`src/rtl/ext_port_pkg.sv`:
```
package ext_port_pkg;

  // Source chosen for the read data bus.
  typedef enum logic [2:0] {
    SEL_NONE  = 3'd0,
    SEL_INDEX = 3'd1,
    SEL_PTR   = 3'd2,
    SEL_CTRL  = 3'd3,
    SEL_DATA  = 3'd4
  } rd_sel_e;

  // Role of the data register, coded as {write-strobe bit, read-strobe bit}.
  typedef enum logic [1:0] {
    MODE_SCRATCH = 2'b00,
    MODE_RDPORT  = 2'b01,
    MODE_WRPORT  = 2'b10,
    MODE_RSVD    = 2'b11
  } port_mode_e;

  // Strobes from the control module to the datapath.
  typedef struct packed {
    logic    loadIndex;
    logic    loadPtr;
    logic    loadCtrl;
    logic    loadData;
    rd_sel_e rdSel;
  } dp_cmd_t;

  localparam int unsigned DEF_DATA_W   = 8;
  localparam logic [7:0]  DEF_PTR_IDX  = 8'h2E;
  localparam logic [7:0]  DEF_WIN_IDX  = 8'h2F;
  localparam logic [7:0]  DEF_DATA_EXT = 8'h0A;
  localparam logic [7:0]  DEF_CTRL_EXT = 8'h0B;

  function automatic port_mode_e decodeMode(input logic [1:0] bits);
    port_mode_e m;
    case (bits)
      2'b01:   m = MODE_RDPORT;
      2'b10:   m = MODE_WRPORT;
      2'b11:   m = MODE_RSVD;
      default: m = MODE_SCRATCH;
    endcase
    return m;
  endfunction

endpackage

```
`src/rtl/ext_port_ctrl.sv`:
```
module ext_port_ctrl
  import ext_port_pkg::*;
#(
  parameter int unsigned     DATA_W   = DEF_DATA_W,
  parameter logic [DATA_W-1:0] PTR_IDX  = DEF_PTR_IDX,
  parameter logic [DATA_W-1:0] WIN_IDX  = DEF_WIN_IDX,
  parameter logic [DATA_W-1:0] DATA_EXT = DEF_DATA_EXT,
  parameter logic [DATA_W-1:0] CTRL_EXT = DEF_CTRL_EXT
) (
  input  logic              ioAddr,
  input  logic              ioRd,
  input  logic              ioWr,
  input  logic [DATA_W-1:0] idxReg,
  input  logic [DATA_W-1:0] extReg,
  input  logic [1:0]        modeBits,
  output dp_cmd_t           cmd,
  output logic              extStrobe
);

  logic       rdAct;
  logic       wrAct;
  logic       onPtr;
  logic       onWin;
  logic       onData;
  logic       onCtrl;
  port_mode_e mode;

  // A cycle with both host strobes high counts as no access.
  assign rdAct  = ioRd & ~ioWr;
  assign wrAct  = ioWr & ~ioRd;

  assign onPtr  = ioAddr & (idxReg == PTR_IDX);
  assign onWin  = ioAddr & (idxReg == WIN_IDX);
  assign onData = onWin & (extReg == DATA_EXT);
  assign onCtrl = onWin & (extReg == CTRL_EXT);
  assign mode   = decodeMode(modeBits);

  always_comb begin
    cmd           = '0;
    cmd.rdSel     = SEL_NONE;
    cmd.loadIndex = wrAct & ~ioAddr;
    cmd.loadPtr   = wrAct & onPtr;
    cmd.loadCtrl  = wrAct & onCtrl;
    cmd.loadData  = wrAct & onData;
    if (rdAct) begin
      if (!ioAddr) begin
        cmd.rdSel = SEL_INDEX;
      end else if (onPtr) begin
        cmd.rdSel = SEL_PTR;
      end else if (onCtrl) begin
        cmd.rdSel = SEL_CTRL;
      end else if (onData && mode != MODE_RDPORT) begin
        cmd.rdSel = SEL_DATA;
      end
    end
  end

  // The strobe follows the decoded access combinationally.
  always_comb begin
    extStrobe = 1'b0;
    if (onData) begin
      case (mode)
        MODE_RDPORT: extStrobe = rdAct;
        MODE_WRPORT: extStrobe = wrAct;
        default:     extStrobe = 1'b0;
      endcase
    end
  end

endmodule

```
`src/rtl/ext_port_dp.sv`:
```
module ext_port_dp
  import ext_port_pkg::*;
#(
  parameter int unsigned DATA_W    = DEF_DATA_W,
  parameter int unsigned WR_EN_BIT = 4,
  parameter int unsigned RD_EN_BIT = 3
) (
  input  logic              clk,
  input  logic              rstN,
  input  dp_cmd_t           cmd,
  input  logic [DATA_W-1:0] wrData,
  output logic [DATA_W-1:0] idxReg,
  output logic [DATA_W-1:0] extReg,
  output logic [DATA_W-1:0] dataReg,
  output logic [1:0]        modeBits,
  output logic [DATA_W-1:0] rdData,
  output logic              rdOe
);

  logic [DATA_W-1:0] ctrlReg;

  always_ff @(posedge clk or negedge rstN) begin
    if (!rstN) begin
      idxReg  <= '0;
      extReg  <= '0;
      ctrlReg <= '0;
      dataReg <= '0;
    end else begin
      if (cmd.loadIndex) idxReg  <= wrData;
      if (cmd.loadPtr)   extReg  <= wrData;
      if (cmd.loadCtrl)  ctrlReg <= wrData;
      if (cmd.loadData)  dataReg <= wrData;
    end
  end

  assign modeBits = {ctrlReg[WR_EN_BIT], ctrlReg[RD_EN_BIT]};

  always_comb begin
    unique case (cmd.rdSel)
      SEL_INDEX: rdData = idxReg;
      SEL_PTR:   rdData = extReg;
      SEL_CTRL:  rdData = ctrlReg;
      SEL_DATA:  rdData = dataReg;
      default:   rdData = '0;
    endcase
  end

  assign rdOe = (cmd.rdSel != SEL_NONE);

endmodule

```
`src/rtl/ext_data_strobe_port.sv`:
```
module ext_data_strobe_port
  import ext_port_pkg::*;
#(
  parameter int unsigned       DATA_W    = DEF_DATA_W,
  parameter logic [DATA_W-1:0] PTR_IDX   = DEF_PTR_IDX,
  parameter logic [DATA_W-1:0] WIN_IDX   = DEF_WIN_IDX,
  parameter logic [DATA_W-1:0] DATA_EXT  = DEF_DATA_EXT,
  parameter logic [DATA_W-1:0] CTRL_EXT  = DEF_CTRL_EXT,
  parameter int unsigned       WR_EN_BIT = 4,
  parameter int unsigned       RD_EN_BIT = 3
) (
  input  logic              clk,
  input  logic              rstN,
  input  logic              ioAddr,
  input  logic              ioRd,
  input  logic              ioWr,
  input  logic [DATA_W-1:0] wrData,
  output logic [DATA_W-1:0] rdData,
  output logic              rdOe,
  output logic              extStrobe
);

  dp_cmd_t           cmd;
  logic [DATA_W-1:0] idxReg;
  logic [DATA_W-1:0] extReg;
  logic [DATA_W-1:0] dataVal;
  logic [1:0]        modeBits;

  ext_port_ctrl #(
    .DATA_W  (DATA_W),
    .PTR_IDX (PTR_IDX),
    .WIN_IDX (WIN_IDX),
    .DATA_EXT(DATA_EXT),
    .CTRL_EXT(CTRL_EXT)
  ) ctrlI (
    .ioAddr   (ioAddr),
    .ioRd     (ioRd),
    .ioWr     (ioWr),
    .idxReg   (idxReg),
    .extReg   (extReg),
    .modeBits (modeBits),
    .cmd      (cmd),
    .extStrobe(extStrobe)
  );

  ext_port_dp #(
    .DATA_W   (DATA_W),
    .WR_EN_BIT(WR_EN_BIT),
    .RD_EN_BIT(RD_EN_BIT)
  ) dpI (
    .clk     (clk),
    .rstN    (rstN),
    .cmd     (cmd),
    .wrData  (wrData),
    .idxReg  (idxReg),
    .extReg  (extReg),
    .dataReg (dataVal),
    .modeBits(modeBits),
    .rdData  (rdData),
    .rdOe    (rdOe)
  );

endmodule

```
`config.mk`:
```
export PLATFORM = sky130hd
export DESIGN_NAME = ext_data_strobe_port
export DESIGN_NICKNAME = d
export VERILOG_FILES = /design/src/rtl/ext_port_pkg.sv /design/src/rtl/ext_port_ctrl.sv /design/src/rtl/ext_port_dp.sv /design/src/rtl/ext_data_strobe_port.sv
export SDC_FILE = /design/constraint.sdc
export NUM_CORES = 1
export LEC_CHECK = 0
export BUFFER_PORTS_ARGS = -buffer_cell sky130_fd_sc_hd__clkbuf_2
export CAP_MARGIN = 10
export CORE_ASPECT_RATIO = 1.1
export CORE_MARGIN = 8
export CORE_UTILIZATION = 45
export CTS_BUF_LIST = sky130_fd_sc_hd__clkbuf_4 sky130_fd_sc_hd__clkbuf_8
export CTS_CLUSTER_SIZE = 10
export DETAILED_ROUTE_END_ITERATION = 7
export PLACE_DENSITY = 0.65
export SLEW_MARGIN = 0
export SYNTH_ARGS = -nofsm -noshare
export SYNTH_HDL_FRONTEND = slang
export SYNTH_SLANG_ARGS = --single-unit
export TNS_END_PERCENT = 20
```
`constraint.sdc`:
```
create_clock -name clk -period 2.6 [get_ports clk]
set_input_delay 0.39 -clock clk [delete_from_list [all_inputs] [get_ports clk]]
set_output_delay 0.39 -clock clk [all_outputs]
set_load 0.05 [all_outputs]
```
# After elaboration in Yosys (flattened, before gate mapping)
# Cells that the tools add are included.
totals:
  input_bits: 13
  reg_bits: 32
  output_inout_bits: 10
  elab_cells: 42
classes:
  n_reduce_logical: 2
  muxes: 9
  n_eq_ne: 14
  bitwise_logic: 13
op_table:
  columns: ["cell", "count"]
  rows:
  - ["8-bit one-hot mux with 4 select lines", 1]
  - ["8-bit by 4-bit == test with 1-bit output, second input constant", 2]
  - ["8-bit by 6-bit == test with 1-bit output, second input constant", 2]
  - ["3-bit 2-to-1 mux", 5]
  - ["1-bit AND", 10]
  - ["2-bit == test, second input constant", 3]
  - ["3-bit by 2-bit == test with 1-bit output, second input constant", 2]
  - ["2-bit one-hot mux with 3 select lines", 1]
  - ["2-bit by 1-bit == test with 1-bit output, second input constant", 2]
  - ["3-bit by 1-bit == test with 1-bit output, second input constant", 1]
  - ["3-bit == test, second input constant", 1]
  - ["1-bit NOT", 3]
  - ["3-bit nonzero test", 1]
  - ["2-bit by 1-bit != test with 1-bit output, second input constant", 1]
  - ["1-bit one-hot mux with 2 select lines", 1]
  - ["1-bit logical AND", 1]
  - ["1-bit 2-to-1 mux", 1]

# Depth between registers and ports, before layout
# Gate-level depths: netlist of run 1.
depth:
  ltp_word: 11
  mapped_depth: 6

# Cells and area by module
# Synthesis of run 1 repeated with hierarchy kept, for this count alone.
unflattened:
  hier_cells: 139
  area_unflattened_um2: 1824.2
by_module_without_submodules:
  columns: ["module", "cells_per_inst", "n_inst", "seq_area_each_um2", "area_each_um2"]
  rows:
  - ["ext_port_dp", 111, 1, 800.8, 1600.3]
  - ["ext_port_ctrl", 28, 1, 0.0, 224.0]

# Worst setup path after synthesis of run 1
# OpenSTA, ideal clock, no wires.
synth_timing:
  path_type: "flip-flop to output port"
  start: "register dpI.idxReg[4]"
  end: "output port extStrobe"
  path_slack_ns: -0.891
  arrival_time_ns: 3.101
  stages_incl_launch_ff: 5
  n_path_buf: 1
  cell_sequence: "dfrtp_1 or4b_4 nor4_4 buf_2 nor4b_1"
synth_between:
  elab_chain_len: 4
synth_lines:
  columns: ["item", "line", "rtl"]
  rows:
  - ["from (decl)", "ext_port_dp.sv:12", "output logic [DATA_W-1:0] idxReg,"]
  - ["from (signal assigned)", "ext_port_dp.sv:29", "if (cmd.loadIndex) idxReg <= wrData;"]
  - ["8-bit by 6-bit == test with 1-bit output", "ext_port_ctrl.sv:33", "assign onWin = ioAddr & (idxReg == WIN_IDX);"]
  - ["1-bit AND", "ext_port_ctrl.sv:33", null]
  - ["1-bit AND", "ext_port_ctrl.sv:34", "assign onData = onWin & (extReg == DATA_EXT);"]
  - ["1-bit 2-to-1 mux", "ext_port_ctrl.sv:61", "if (onData) begin"]
  - ["to (decl)", "ext_data_strobe_port.sv:20", "output logic extStrobe"]
# No other way between the ends.

# Final worst setup path of run 1
layout_timing:
  start: "register dpI.extReg[2]"
  end: "output port rdData[6]"
layout_between:
  elab_chain_len: 10
  word_cells_on_any_way: 15
  classes_between: "6 x eq/ne; 6 x mux; 2 x bitwise; 1 x reduce/logical"
layout_lines:
  columns: ["item", "line", "rtl"]
  rows:
  - ["from (decl)", "ext_port_dp.sv:13", "output logic [DATA_W-1:0] extReg,"]
  - ["from (signal assigned)", "ext_port_dp.sv:30", "if (cmd.loadPtr) extReg <= wrData;"]
  - ["8-bit by 4-bit == test with 1-bit output", "ext_port_ctrl.sv:34", null]
  - ["1-bit AND", "ext_port_ctrl.sv:34", null]
  - ["1-bit logical AND", "ext_port_ctrl.sv:52", "end else if (onData && mode != MODE_RDPORT) begin"]
  - ["3-bit 2-to-1 mux", "ext_port_ctrl.sv:52", null]
  - ["3-bit 2-to-1 mux *", "ext_port_ctrl.sv:50", "end else if (onCtrl) begin"]
  - ["3-bit 2-to-1 mux *", "ext_port_ctrl.sv:48", "end else if (onPtr) begin"]
  - ["3-bit 2-to-1 mux *", "ext_port_ctrl.sv:46", "if (!ioAddr) begin"]
  - ["3-bit 2-to-1 mux *", "ext_port_ctrl.sv:45", "if (rdAct) begin"]
  - ["3-bit == test (tied with other cells)", "ext_port_dp.sv:39", "unique case (cmd.rdSel)"]
  - ["8-bit one-hot mux with 4 select lines *", "ext_port_dp.sv:39", null]
  - ["to (decl)", "ext_data_strobe_port.sv:18", "output logic [DATA_W-1:0] rdData,"]
# Every way passes the cells marked *; elsewhere a longest branch is shown, timed or not.

==> reports/qor.csv, run 1 <==
stage,metric,value,unit
status,status,finished with violations,
status,violations,setup timing,
logic_synthesis,netlist_instances,132,
detailed_routing,remaining_drc_errors,0,
cts,insertion_delay,0.28,ns
detailed_routing,drtIter0Drc,88,
setup_path,r2r_setup_slack,0.26,ns
floorplanning,dieWidth,73.1,um
floorplanning,die-area,5770,um2
power,leakage,1.06,nW
sta,finalHoldViolCount,0,
placement,io_buffers,22,
logic_synthesis,synth_edf_count,0,
cts,clk_pin_slew_worst_paths,0.07,ns
logic_synthesis,post_synth.cell_area_avg,12.2,um2
setup_path,arrival,2.24,ns
logic_synthesis,synth_top_area_share,49.5,%
cts,cts.sinks,32,
logic_synthesis,synthFlopType,dfrtp_1,
detailed_routing,vias,1303,
logic_synthesis,yosysTopAreaCell,dfrtp_1,
logic_synthesis,ys_ff_latch,32,
setup_path,crit_required,2.21,ns
placement,post-dp-hpwl,2.81,mm
sta,fin_ws,-0.0344,ns
sta,min_period,2.63,ns
setup_path,crit_path_max_fanout,7,
power,ir_drop,363,uV
finish,nNetsFinal,194,
setup_path,end_kind,output port,
global_route,grt_max_degree,33,
detailed_routing,detail-route-antenna-nets,0,
logic_synthesis,yosysUniqueCellTypes,32,
floorplanning,coreArea,3540,um2
sta,rsz0062_at_grt,yes,
placement,placed_cells,210,
sta,fin_worst_skew,0.00533,ns
cts,cts_tree,done,
global_route,grt_pass1_wl,6.96,mm
sta,worstMarginPinSlew,0.788,ns
floorplanning,rows,23,
finish,syn_to_final_growth,39.5,%
logic_synthesis,syn-num-nets,147,
detailed_routing,wl,4.34,mm
floorplanning,start_util,45.7,%
logic_synthesis,synth.area.top_cells,"dfrtp_1, mux2_2, nand3_1",
detailed_routing,via_per_inst,5.67,
placement,gp_congestion,0.824,
logic_synthesis,yosysSeqAreaShare,49.5,%
finish,utilization,63.7,%
finish,layoutNonFillerInstCount,230,
detailed_routing,drt_pass1_iterations,4,
setup_path,worstSetupPathType,reg -> out,
cts,root_buffer,clkbuf_8,
cts,htreeDepth,2,
job,max-cap-violations,0,
cts,cts_buffers,5,
finish,diodes,0,
cts,clk_path_buf_depth,2,
min_path,hp-class,in -> async,
sta,timing.final.crit_share,101,%
global_route,track_usage,15.9,%
sta,setup_violations,8,
sta,maxSlewViolCount,0,
placement,placed_cell_area,1970,um2
global_route,overflow,0,
floorplanning,die_y,78.9,um
power,p_per_area,510,nW/um2
logic_synthesis,synth-async-reset-ratio,100,%
setup_path,cp-start-kind,flip-flop,
floorplanning,ios,23,
global_route,first_global_vias,1411,
detailed_routing,wl_per_cell,18.9,um
sta,max_freq,380,MHz
finish,finalInstanceArea,2250,um2
finish,drive_above_1_share,53.3,%
global_route,antenna_found_initial,0,
logic_synthesis,yosysWarningCount,0,
logic_synthesis,synthesis.area,1620,um2
sta,slew_headroom,47.4,%
## synthesized netlist by cell type, types with 2 or more instances
cell type / instances
nor4b_1: 3
mux2_1: 8
nor2_1: 4
ha_1: 2
nand2b_1: 3
mux2_2: 24
dfrtp_1: 32
a31oi_1: 2
nand3_1: 22
a22oi_1: 7
o21ai_0: 2
inv_1: 3
## cell type report
cell class	instances	area (um2)
clock buffers	6	82.6
clock inverters	2	15.0
fillers	265	1280
inverters	3	11.3
multi-input cells	94	872
flip-flops and latches	32	801
well taps	50	62.6
repair buffers	43	410
## worst paths after layout
| check | start | depth (start not counted) | to |
|---|---|---|---|
| min reg2reg | dpI.ctrlReg[2] | 1 | dpI.ctrlReg[2] |
| max in group asynchronous | rstN | 1 | dpI.extReg[5] |
| min in group clk | wrData[2] | 2 | dpI.ctrlReg[2] |
| max reg2reg | dpI.idxReg[6] | 6 | dpI.ctrlReg[0] |
| max | dpI.extReg[2] | 7 | rdData[6] |
| min | rstN | 1 | dpI.extReg[2] |
## cell families after synthesis
group / share of synthesized area, %
AO/OA/AOI/OAI: 4.95
multiplexers: 22.3
buffers and inverters: 1.70
adder cells (fa/ha/maj): 1.55
flip-flops: 49.5
AND/OR/NAND/NOR: 20.0
## cell usage in the layout (no fill, tap or decap), types with 3 or more instances in the layout
master and n:
dfrtp_1 32, mux2_2 24, buf_4 20, nand3_1 14
clkbuf_2 12, nand3_2 8, mux2_1 8, buf_12 8
a22oi_1 7, clkbuf_8 7, nor2_1 4, inv_1 3
nand2b_1 3
## flip-flops by register name, summed over array words and instances (netlist names)
register and flops:
dpI.extReg 8, dpI.ctrlReg 8, dpI.idxReg 8, dpI.dataReg 8
## metrics by stage
step	hold WS [ns]	TNS [ns]	total power [mW]	setup WS, ns
2_1_floorplan	0.0944	-0.370	0.639	-0.189
3_3_place_gp	0.468	0	0.714	0.118
3_5_place_dp	0.476	0	0.721	0.107
4_1_cts	0.192	-0.0847	1.14	-0.0658
5_1_grt	0.232	-0.938	1.21	-0.113
6_report	0.180	-0.169	1.15	-0.0344
## per-layer routing
metal | track usage (%) | vias to the layer above | routed length, um
met4 | 9.42 | 0 | 118
met1 | 17.2 | 669 | 1740
met5 | 0 | - | 0
met3 | 5.54 | 11 | 187
li1 | - | 594 | -
met2 | 26.2 | 29 | 2300
## timing repair
| item | in CTS | in global routing |
|---|---|---|
| pin swaps | 9 | 6 |
| hold buffers | 0 | 0 |
| setup buffers | 7 | 5 |
| gates cloned | 0 | 0 |
| gates resized for setup | 17 | 4 |
| setup endpoints to repair | 10 | 10 |
| hold endpoints to repair | 0 | 0 |
## report_power, final
part           internal, mW  total, mW  switching, mW
clock                 0.214      0.400          0.186
combinational        0.0973      0.200          0.102
sequential            0.526      0.551         0.0245
## worst max-delay path: stages (launching register included)
cell,delay (ns)
dfrtp_1,0.41
or4bb_4,0.55
buf_4,0.15
nor4_2,0.27
buf_4,0.22
nand3_1,0.12
nand3_2,0.11
buf_12,0.14
(Power assumes the default switching activity.)
==> run 2, diff against run 1 <==
--- a/config.mk
+++ b/config.mk
@@ -7,12 +7,13 @@
 export LEC_CHECK = 0
 export BUFFER_PORTS_ARGS = -buffer_cell sky130_fd_sc_hd__clkbuf_2
 export CAP_MARGIN = 10
-export CORE_ASPECT_RATIO = 1.1
+export CORE_ASPECT_RATIO = 0.9
 export CORE_MARGIN = 8
 export CORE_UTILIZATION = 45
 export CTS_BUF_LIST = sky130_fd_sc_hd__clkbuf_4 sky130_fd_sc_hd__clkbuf_8
 export CTS_CLUSTER_SIZE = 10
 export DETAILED_ROUTE_END_ITERATION = 7
+export GPL_ROUTABILITY_DRIVEN = 0
 export PLACE_DENSITY = 0.65
 export SLEW_MARGIN = 0
 export SYNTH_ARGS = -nofsm -noshare
==> reports/qor.csv, run 2 (synthesis results as in run 1) <==
stage,metric,value,unit,change
status,status,finished with violations,,
status,violations,setup timing,,
finish,layoutNonFillerInstCount,218,,-5.2%
detailed_routing,wl,4.09,mm,-5.7%
global_route,grt_max_degree,33,,unchanged
placement,post-dp-hpwl,2.80,mm,-0.14%
cts,insertion_delay,0.29,ns,about the same
sta,setup_violations,1,,-7
min_path,hp-class,in -> async,,
floorplanning,die_y,72.9,um,-7.6%
global_route,grt_pass1_wl,6.68,mm,-4.0%
cts,root_buffer,clkbuf_8,,
finish,syn_to_final_growth,36.0,%,
global_route,overflow,0,,unchanged
floorplanning,coreArea,3400,um2,-3.9%
setup_path,end_kind,output port,,
global_route,track_usage,15.0,%,-0.93 points
detailed_routing,via_per_inst,5.88,,+3.7%
sta,timing.final.crit_share,100,%,-1.3 points
sta,fin_ws,-0.00179,ns,+0.0326 ns
finish,drive_above_1_share,51.7,%,-1.6 points
floorplanning,start_util,47.5,%,+1.8 points
sta,fin_hold_ws,0.178,ns,-0.00113 ns
sta,finalHoldViolCount,0,,unchanged
finish,multiInputGateArea,862,um2,-1.1%
cts,clk_path_buf_depth,2,,unchanged
detailed_routing,drtIter0Drc,81,,-8.0%
power,total_power,1.14,mW,-0.57%
finish,diodes,0,,unchanged
sta,min_period,2.60,ns,-0.0326 ns
finish,num-fill-cells,274,,+3.4%
setup_path,arrival,2.21,ns,-0.03 ns
detailed_routing,remaining_drc_errors,0,,unchanged
power,ir_drop,364,uV,+0.35%
setup_path,cp_top_family,simple AND/OR/NAND/NOR gates,,
global_route,first_global_vias,1348,,-4.5%
floorplanning,die-area,5770,um2,about the same
setup_path,path_cells,or4b_4 -> nor4_4 -> buf_4 -> o21ai_2 -> a31oi_1 -> bufbuf_16,,
cts,htreeDepth,2,,unchanged
finish,regArea,801,um2,unchanged
detailed_routing,vias,1281,,-1.7%
power,p_per_area,520,nW/um2,+2.0%
placement,io_buffers,22,,unchanged
sta,rsz0062_at_grt,yes,,
setup_path,critical_path_buf_inv_count,2,,-1
detailed_routing,wl_per_cell,18.8,um,-0.50%
setup_path,crit_path_max_fanout,4,,-3
detailed_routing,drt_pass1_iterations,4,,unchanged
detailed_routing,detail-route-antenna-nets,0,,unchanged
floorplanning,ios,23,,unchanged
cts,cts_buffers,5,,unchanged
floorplanning,dieWidth,79.2,um,+8.3%
placement,placed_cells,204,,-2.9%
sta,slew_headroom,47.0,%,-0.48 points
finish,final_common_cell,dfrtp_1,,
cts,cts_tree,done,,
cts,clk_pin_slew_worst_paths,0.06,ns,about the same
setup_path,cp-start-kind,flip-flop,,
floorplanning,rows,20,,-13%
sta,worstMarginPinSlew,0.796,ns,+0.00722 ns
power,leakage,1.04,nW,-1.4%
global_route,antenna_found_initial,0,,unchanged
sta,fin_worst_skew,0.00436,ns,-0.000971 ns
cts,cts.sinks,32,,unchanged
sta,max_freq,384,MHz,+1.3%
setup_path,cpPeakStageDelay,0.58,ns,+0.03 ns
setup_path,slowest_stage,or4b_4,,
sta,maxSlewViolCount,0,,unchanged
job,max-cap-violations,0,,unchanged
placement,pre_cts_slack,0.107,ns,-0.000556 ns
setup_path,crit_required,2.21,ns,about the same
finish,mostFrequentLayoutCells,"dfrtp_1, mux2_2, buf_4",,
setup_path,worstSetupPathType,reg -> out,,
finish,nNetsFinal,188,,-3.1%
==> run 2: cell count changes in the layout (fill, tap and decap cells not counted), sizes merged <==
cell and delta:
bufbuf +1, clkinvlp -2, clkbuf +1, buf -6
==> run 2: worst reg2reg max path: cells and delay by family, from the launching register on <==
| kind | cells | cell delay, ns |
|---|---|---|
| flip-flops | 1 | 0.39 |
| buffers and inverters | 2 | 0.36 |
| AND/OR/NAND/NOR | 3 | 1.01 |
| multiplexers | 1 | 0.35 |
==> run 2: routing by layer <==
| metal | up-vias | track usage, % | share of wire (%) |
|---|---|---|---|
| li1 | 586 | - | - |
| met5 | - | 0 | 0 |
| met4 | 0 | 5.75 | 1.7 |
| met1 | 654 | 17.4 | 43 |
| met2 | 33 | 24.3 | 50 |
| met3 | 8 | 5.79 | 6.0 |
==> run 2: timing repair <==
action	4_1_cts	5_1_grt
endpoints found under the setup margin	10	10
pin swaps	4	8
gates resized for setup	11	10
hold buffers	0	0
setup buffers	5	1
==> run 2: final cells by class <==
cell class / instances / area share [%]
clock buffers: 8 / 4.44
inverters: 3 / 0.512
multi-input cells: 94 / 39.2
flip-flops and latches: 32 / 36.4
well taps: 44 / 2.50
repair buffers: 37 / 16.9
==> run 2: path summary, 6_finish.rpt <==
kind,from,end,slack [ns],cells past startpoint
max,dpI.idxReg[6],rdOe,-0.002,6
min,rstN,dpI.extReg[1],0.18,1
max reg2reg,dpI.idxReg[6],dpI.ctrlReg[0],0.37,6
min reg2reg,dpI.ctrlReg[5],dpI.ctrlReg[5],0.49,1
max in group asynchronous,rstN,dpI.ctrlReg[6],1.92,1
min in group clk,wrData[5],dpI.ctrlReg[5],0.37,2
==> run 2: through the flow <==
stage               area, um2   TNS, ns  utilization (%)
floorplan                1630    -0.370                -
global placement         1970         0             57.8
detailed placement       1970         0             57.8
CTS                      2150   -0.0209             63.2
global route             2200    -0.461             64.6
finish                   2200  -0.00179             64.6
==> run 2: report_power, final <==
group          internal (mW)  total [mW]  switching, mW
clock                  0.236       0.413          0.177
sequential             0.527       0.550         0.0237
combinational         0.0872       0.180         0.0932
